### src/rtl/bpbus_pkg.sv
package bpbus_pkg;
  typedef enum logic [1:0] {
    OP_NOP = 2'b00,
    OP_RD  = 2'b01,
    OP_WR  = 2'b10,
    OP_BLK = 2'b11
  } bus_op_e;
endpackage

### src/rtl/bpbus_master.sv
module bpbus_master
  import bpbus_pkg::*;
#(
  parameter int AW = 8,
  parameter int DW = 16,
  parameter int LW = 4
) (
  input  logic          clk,
  input  logic          rst,
  input  logic          asrt,
  input  logic          cmd_valid,
  output logic          cmd_ready,
  input  logic [1:0]    cmd_op,
  input  logic [AW-1:0] cmd_addr,
  input  logic [DW-1:0] cmd_wdata,
  input  logic [LW-1:0] cmd_len,
  output logic          b_req,
  output bus_op_e       b_op,
  output logic [AW-1:0] b_addr,
  output logic [DW-1:0] b_wdata,
  output logic [LW-1:0] b_len,
  input  logic          b_done,
  input  logic          b_err,
  input  logic [DW-1:0] b_rdata,
  output logic          rsp_valid,
  output logic [DW-1:0] rsp_data,
  output logic          rsp_err,
  output logic          rsp_last
);
  typedef enum logic [1:0] {M_IDLE, M_WAIT, M_REL} mst_e;
  mst_e          st;
  logic [LW-1:0] beat;
  logic          fin;

  assign cmd_ready = (st == M_IDLE) && asrt;
  assign fin       = (b_op != OP_BLK) || (beat == b_len);

  always_ff @(posedge clk) begin
    if (rst) begin
      st <= M_IDLE; b_req <= 1'b0; b_op <= OP_NOP;
      b_addr <= '0; b_wdata <= '0; b_len <= '0; beat <= '0;
      rsp_valid <= 1'b0; rsp_data <= '0; rsp_err <= 1'b0; rsp_last <= 1'b0;
    end else begin
      rsp_valid <= 1'b0;
      rsp_err   <= 1'b0;
      rsp_last  <= 1'b0;
      if (asrt) begin
        if (st == M_IDLE && cmd_valid && cmd_op != 2'b00) begin
          b_req   <= 1'b1;
          b_op    <= bus_op_e'(cmd_op);
          b_addr  <= cmd_addr;
          b_wdata <= cmd_wdata;
          b_len   <= cmd_len;
          beat    <= '0;
          st      <= M_WAIT;
        end else if (st == M_REL) begin
          b_req <= 1'b0;
          b_op  <= OP_NOP;
          st    <= M_IDLE;
        end
      end else if (st == M_WAIT) begin
        if (b_err) begin
          rsp_valid <= 1'b1; rsp_err <= 1'b1; rsp_last <= 1'b1;
          rsp_data  <= '0;
          st        <= M_REL;
        end else if (b_done) begin
          rsp_valid <= 1'b1;
          rsp_data  <= (b_op == OP_WR) ? '0 : b_rdata;
          rsp_last  <= fin;
          if (fin) st <= M_REL;
          else     beat <= beat + 1'b1;
        end
      end
    end
  end

  p_bus_hold_r1: assert property (@(posedge clk) disable iff (rst)
    !asrt |=> $stable({b_req, b_op, b_addr, b_wdata, b_len}));
  p_rsp_pulse_r8: assert property (@(posedge clk) disable iff (rst)
    rsp_valid |=> !rsp_valid);
  p_err_last_r6: assert property (@(posedge clk) disable iff (rst)
    rsp_err |-> (rsp_valid && rsp_last));
  p_release_r8: assert property (@(posedge clk) disable iff (rst)
    (st == M_REL && asrt) |=> !b_req);
endmodule

### src/rtl/bpbus_slave.sv
module bpbus_slave
  import bpbus_pkg::*;
#(
  parameter int AW    = 8,
  parameter int DW    = 16,
  parameter int LW    = 4,
  parameter int DEPTH = 16,
  parameter int BASE  = 0
) (
  input  logic          clk,
  input  logic          rst,
  input  logic          asrt,
  input  logic          b_req,
  input  bus_op_e       b_op,
  input  logic [AW-1:0] b_addr,
  input  logic [DW-1:0] b_wdata,
  input  logic [LW-1:0] b_len,
  output logic          s_done,
  output logic [DW-1:0] s_rdata
);
  localparam int OFFW = $clog2(DEPTH);
  localparam logic [AW:0] LO = (AW+1)'(BASE);
  localparam logic [AW:0] HI = (AW+1)'(BASE + DEPTH);

  typedef enum logic [1:0] {S_IDLE, S_RUN, S_HOLD} slv_e;
  slv_e            st;
  logic [OFFW-1:0] ptr;
  logic [LW-1:0]   left;
  logic            hit, start;
  logic [AW-1:0]   rel;
  logic [DW-1:0]   mem [DEPTH];

  assign hit   = ({1'b0, b_addr} >= LO) && ({1'b0, b_addr} < HI);
  assign rel   = b_addr - AW'(BASE);
  assign start = !asrt && (st == S_IDLE) && b_req && hit && (b_op != OP_NOP);

  always_ff @(posedge clk) begin
    if (!rst && start && b_op == OP_WR) mem[rel[OFFW-1:0]] <= b_wdata;
  end

  always_ff @(posedge clk) begin
    if (asrt && st == S_RUN) s_rdata <= mem[ptr];
  end

  always_ff @(posedge clk) begin
    if (rst) begin
      st <= S_IDLE; ptr <= '0; left <= '0; s_done <= 1'b0;
    end else if (asrt) begin
      if (st == S_RUN) begin
        s_done <= 1'b1;
        ptr    <= ptr + 1'b1;
        if (left == '0) st <= S_HOLD;
        else            left <= left - 1'b1;
      end else begin
        s_done <= 1'b0;
      end
    end else begin
      if (start) begin
        st   <= S_RUN;
        ptr  <= rel[OFFW-1:0];
        left <= (b_op == OP_BLK) ? b_len : '0;
      end else if (st == S_HOLD && !b_req) begin
        st <= S_IDLE;
      end
    end
  end

  p_done_hold_r1: assert property (@(posedge clk) disable iff (rst)
    !asrt |=> $stable(s_done));
  p_miss_idle_r4: assert property (@(posedge clk) disable iff (rst)
    (st == S_IDLE && !asrt && !hit) |=> (st == S_IDLE));
endmodule

### src/rtl/bpbus_monitor.sv
module bpbus_monitor #(
  parameter int TIMEOUT = 16
) (
  input  logic clk,
  input  logic rst,
  input  logic asrt,
  input  logic b_req,
  input  logic b_done,
  output logic b_err
);
  localparam int TW = $clog2(TIMEOUT + 1);
  localparam logic [TW-1:0] LIM = TW'(TIMEOUT);
  logic [TW-1:0] cnt;

  always_ff @(posedge clk) begin
    if (rst) begin
      cnt <= '0; b_err <= 1'b0;
    end else if (asrt) begin
      if (b_err) begin
        b_err <= 1'b0;
      end else if (cnt == LIM) begin
        b_err <= 1'b1;
        cnt   <= '0;
      end
    end else begin
      if (!b_req || b_done) cnt <= '0;
      else if (cnt != LIM)  cnt <= cnt + 1'b1;
    end
  end

  p_err_pulse_r9: assert property (@(posedge clk) disable iff (rst)
    (b_err && asrt) |=> !b_err);
  p_err_hold_r1: assert property (@(posedge clk) disable iff (rst)
    !asrt |=> $stable(b_err));
  p_err_nodone_r6: assert property (@(posedge clk) disable iff (rst)
    b_err |-> !b_done);
endmodule

### src/rtl/bpbus_top.sv
module bpbus_top
  import bpbus_pkg::*;
#(
  parameter int AW      = 8,
  parameter int DW      = 16,
  parameter int LW      = 4,
  parameter int NSLV    = 3,
  parameter int DEPTH   = 16,
  parameter int TIMEOUT = 16
) (
  input  logic          clk,
  input  logic          rst,
  input  logic          cmd_valid,
  output logic          cmd_ready,
  input  logic [1:0]    cmd_op,
  input  logic [AW-1:0] cmd_addr,
  input  logic [DW-1:0] cmd_wdata,
  input  logic [LW-1:0] cmd_len,
  output logic          rsp_valid,
  output logic [DW-1:0] rsp_data,
  output logic          rsp_err,
  output logic          rsp_last
);
  logic          ph, asrt;
  logic          b_req, b_done, b_err;
  bus_op_e       b_op;
  logic [AW-1:0] b_addr;
  logic [DW-1:0] b_wdata, b_rdata;
  logic [LW-1:0] b_len;
  logic [NSLV-1:0] done_vec;
  logic [DW-1:0] rdata_arr [NSLV];

  always_ff @(posedge clk) begin
    if (rst) ph <= 1'b0;
    else     ph <= ~ph;
  end
  assign asrt = ~ph;

  bpbus_master #(.AW(AW), .DW(DW), .LW(LW)) u_mst (
    .clk, .rst, .asrt, .cmd_valid, .cmd_ready, .cmd_op, .cmd_addr,
    .cmd_wdata, .cmd_len, .b_req, .b_op, .b_addr, .b_wdata, .b_len,
    .b_done, .b_err, .b_rdata, .rsp_valid, .rsp_data, .rsp_err, .rsp_last
  );

  for (genvar i = 0; i < NSLV; i++) begin : g_slv
    bpbus_slave #(.AW(AW), .DW(DW), .LW(LW), .DEPTH(DEPTH), .BASE(i * DEPTH)) u_slv (
      .clk, .rst, .asrt, .b_req, .b_op, .b_addr, .b_wdata, .b_len,
      .s_done(done_vec[i]), .s_rdata(rdata_arr[i])
    );
  end

  always_comb begin
    b_rdata = '0;
    for (int i = 0; i < NSLV; i++)
      if (done_vec[i]) b_rdata = b_rdata | rdata_arr[i];
  end
  assign b_done = |done_vec;

  bpbus_monitor #(.TIMEOUT(TIMEOUT)) u_mon (
    .clk, .rst, .asrt, .b_req, .b_done, .b_err
  );

  p_onehot_r4: assert property (@(posedge clk) disable iff (rst)
    $onehot0(done_vec));
  p_req_done_r4: assert property (@(posedge clk) disable iff (rst)
    b_done |-> b_req);
endmodule

### config.mk
export PLATFORM = sky130hd
export DESIGN_NAME = bpbus_top
export DESIGN_NICKNAME = d
export VERILOG_FILES = /design/src/rtl/bpbus_pkg.sv /design/src/rtl/bpbus_master.sv /design/src/rtl/bpbus_slave.sv /design/src/rtl/bpbus_monitor.sv /design/src/rtl/bpbus_top.sv
export SDC_FILE = /design/constraint.sdc
export NUM_CORES = 1
export LEC_CHECK = 0
export BUFFER_PORTS_ARGS = -buffer_cell sky130_fd_sc_hd__buf_2
export CAP_MARGIN = 0
export CORE_ASPECT_RATIO = 0.9
export CORE_MARGIN = 2
export CORE_UTILIZATION = 65
export CTS_BUF_LIST = sky130_fd_sc_hd__clkbuf_4 sky130_fd_sc_hd__clkbuf_8
export CTS_CLUSTER_SIZE = 14
export DETAILED_ROUTE_END_ITERATION = 10
export HOLD_SLACK_MARGIN = 0.15
export PLACE_DENSITY = 0.89
export SLEW_MARGIN = 15
export SYNTH_ARGS = -nofsm -noshare
export SYNTH_HDL_FRONTEND = slang
export SYNTH_HIERARCHICAL = 1
export SYNTH_SLANG_ARGS = --single-unit
### constraint.sdc
create_clock -name clk -period 4.5 [get_ports clk]
set_input_delay 0.9 -clock clk [delete_from_list [all_inputs] [get_ports clk]]
set_output_delay 0.9 -clock clk [all_outputs]
set_load 0.005 [all_outputs]
==> key figures <==
Detailed routing
  – DRT Pass-1 Iters: 6
  – Initial DRC count: ~3300
  – Detailed Route WL: between 80 and 90 mm
  – DRC Markers: 0
  – Via density: 6.98
  – Routed len/inst: 29.9 um
  – Routed Antenna Nets: 0
  – Via count: slightly below 20000

Critical path
  – Critical path launch point type: flop
  – Critical path class: flop to output pin
  – Cell family with most CP delay: buffers and inverters
  – CP Capture Type: output pin
  – Worst-path cell chain: inv_2, buf_4, nor3b_1, buf_2
  – Crit-path max FO: 33
  – CP Buf/Inv Count: 3
  – CP arrival: about 2.6 ns
  – Slowest Stage Delay on Critical Path: 0.47 ns
  – WP data required: about 3.6 ns
  – Slowest cell on crit path: inv_2

Timing
  – Final hold viol count: 0
  – Final setup viols: 0
  – Pins Over Slew Limit: 0
  – Slew HR: 23.2%
  – Max Clk Rate: 290 MHz
  – Tmin final: roughly 3.5 ns
  – Worst Skew: 0.0336 ns
  – RSZ-0062 raised after global routing: false
  – Tightest Pin Transition: between 1 and 1.5 ns
  – Final Worst Setup Slack: about 1.0 ns
  – Setup TNS Final: 0 ns
  – Final period util: between 70% and 80%

CTS
  – Reg clk slew, reported paths: around 0.06 ns
  – H-tree levels: 4
  – # resized after CTS: 0
  – CTS tree: done
  – Hold buffer count at CTS: 0
  – Root Driver: clkbuf_8
  – # clock sinks: between 900 and 1000
  – Postcts setup bufs: 0
  – Clk_lat worst skew: roughly 0.79 ns
  – Num CTS Buffers: 135
  – Clock buffer depth: 3

Cells and area
  – Post-route cell area: slightly below 40000 sq um
  – Layout area overhead: 11.2%
  – Fillers: between 2000 and 3000
  – Layout cells sized above 1: ~29%
  – Fin nets: approximately 2000
  – # diodes: 0
  – Non-Filler Instances: between 2000 and 3000

Logic synthesis
  – Most common cell in the netlist: edfxtp_1
  – Yosys warning count: 6
  – Ys async rst share: 0%
  – Gate Count Post-Synth: 1800
  – Register area share after synthesis: 75.0%
  – Cell taking the most area after synthesis: edfxtp_1
  – Mapped Nets: about 1800
  – Distinct cells, synth: 76
  – Commonest cells in the synthesized netlist: edfxtp_1 (816), mux4_2 (208), nand2_1 (105)
  – Yosys top cell area share: 69.6%
  – Seq cells post-synth: around 900
  – Post-synth EDFFs: 816
  – Synth area leaders: edfxtp_1 (70%), mux4_2 (13%), dfxtp_1 (5.5%)
  – Synthesized area per cell: roughly 20 sq um
  – Syn Std Cell Area: around 35000 sq um
  – Most used DFF post-synth: edfxtp_1

Run
  – Max-cap viol count: 0

Placed design
  – Pre-CTS setup slack: between 1.5 and 2 ns
  – Placed Cells: approximately 2500
  – DP Area: ~36000 sq um
  – Port bufs: 52
  – Post-DP HPWL: between 40 and 50 mm
  – Routability congestion estimate: roughly 0.87

Die
  – Initial Util: roughly 66%
  – Die X: between 200 and 250 um
  – Die area: ~56000 sq um
  – Placement row count: 80
  – Die height: about 220 um
  – CORE AREA: around 53000 sq um
  – Boundary Pins: 53

Power
  – PwrDens: approximately 410 nW/um^2
  – Peak supply drop: approximately 0.32 mV
  – Static leakage: approximately 0.013 uW

Global routing
  – Tot GR Track Use: a little under a third
  – Largest net degree at the start of global routing: 55
  – First-pass GRT wire length: ~120 mm
  – Initial antenna violation count: 0
  – Number of global-route vias before repair: roughly 19000
  – Final global-route overflow total: 0

Hold path
  – Hold Path Class: primary input to flop

Outcome
  – Outcome: completed
-- metal layers --
metal	share of wire (%)	up-vias	track usage (%)
met5	0	-	0
met4	3.5	0	12.6
met3	12	204	6.61
met2	48	1631	46.9
met1	36	9693	43.1
li1	-	7738	-
-- kinds of logic (layout without fill, tap and decap cells) --
group	count (synthesis)	after routing	share of synthesized area (%)
AO/OA/AOI/OAI	216	216	4.46
AND/OR/NAND/NOR	298	298	4.40
buffers and inverters	136	399	1.87
adder cells (fa/ha/maj)	9	9	0.320
multiplexers	223	223	13.8
flip-flops	912	912	75.0
XOR/XNOR	6	6	0.149
-- cells in the final DEF, fill, tap and decap left out, types with 4 or more instances in the layout --
| cell type | Yosys | layout |
|---|---|---|
| edfxtp_1 | 816 | 816 |
| mux4_2 | 208 | 208 |
| clkbuf_8 | 0 | 151 |
| nand2_1 | 105 | 105 |
| dfxtp_1 | 96 | 72 |
| nor2_1 | 69 | 68 |
| buf_4 | 1 | 66 |
| a22oi_1 | 66 | 66 |
| a21oi_1 | 55 | 55 |
| buf_2 | 16 | 52 |
| inv_1 | 39 | 38 |
| clkbuf_4 | 0 | 35 |
| clkinv_1 | 1 | 31 |
| a222oi_1 | 22 | 22 |
| dfxtp_2 | 0 | 20 |
| nand3_1 | 17 | 17 |
| nand2b_1 | 17 | 17 |
| a22o_1 | 16 | 16 |
| a31oi_1 | 13 | 13 |
| nor3_2 | 3 | 12 |
| mux2i_1 | 11 | 11 |
| clkinv_2 | 0 | 10 |
| or3_1 | 9 | 9 |
| ha_1 | 9 | 9 |
| nor2b_1 | 9 | 8 |
| a311oi_1 | 8 | 8 |
| nand3b_1 | 7 | 7 |
| nor3_1 | 16 | 7 |
| a211oi_1 | 6 | 6 |
| o21ai_0 | 6 | 6 |
| xnor2_1 | 6 | 6 |
| o211ai_1 | 6 | 6 |
| inv_6 | 0 | 5 |
| nor3b_1 | 6 | 5 |
| clkinvlp_4 | 0 | 4 |
| dfxtp_4 | 0 | 4 |
-- layout make-up --
class	count	area (sq um)	area share [%]
clock buffers	186	2340	5.98
clock inverters	52	327	0.834
inverters	41	154	0.393
multi-input cells	752	8180	20.9
flip-flops and latches	912	26500	67.6
well taps	697	872	2.23
repair buffers	120	796	2.03
-- power breakdown --
group	internal (uW)	total [uW]	leakage [uW]	switching, uW
Combinational	63.7	178	0.00298	114
Clock	3540	6630	0.00140	3090
Sequential	9230	9390	0.00862	165
Total	12800	16200	0.0130	3370
-- sequential cells by signal, summed over array words and instances (netlist names), 5 cells and up --
name	flops
u_mon/cnt	5
g_slv.u_slv/ptr	12
u_mst/b_wdata	16
g_slv.u_slv/left	12
u_mst/b_addr	8
g_slv.u_slv/st	6
g_slv.u_slv/s_rdata	48
g_slv.u_slv/mem	768
u_mst/rsp_data	16
-- worst paths after layout --
path                     start          endpoint  slack [ns]  depth (start not counted)
setup / recovery            ph         cmd_ready        1.05                          4
hold / removal    cmd_wdata[8]  u_mst/b_wdata[8]        0.37                          3
setup reg to reg            ph  u_mst/b_wdata[2]        1.59                          7
hold reg to reg             ph                ph        0.45                          1
-- through the flow --
step	utilization (%)	total power (uW)	hold slack (ns)
after global routing	73.5	16600	0.329
after global placement	68.5	9710	0.420
after detailed placement	68.5	9740	0.438
final	73.5	16200	0.366
after CTS	73.5	16300	0.296
after floorplan	-	9590	0.388
-- worst min-delay path, cell delays in order --
cell	delay, ns
buf_2	0.10
nand2_1	0.05
a21oi_1	0.05
No activity file was read; power rests on OpenSTA's default activity.
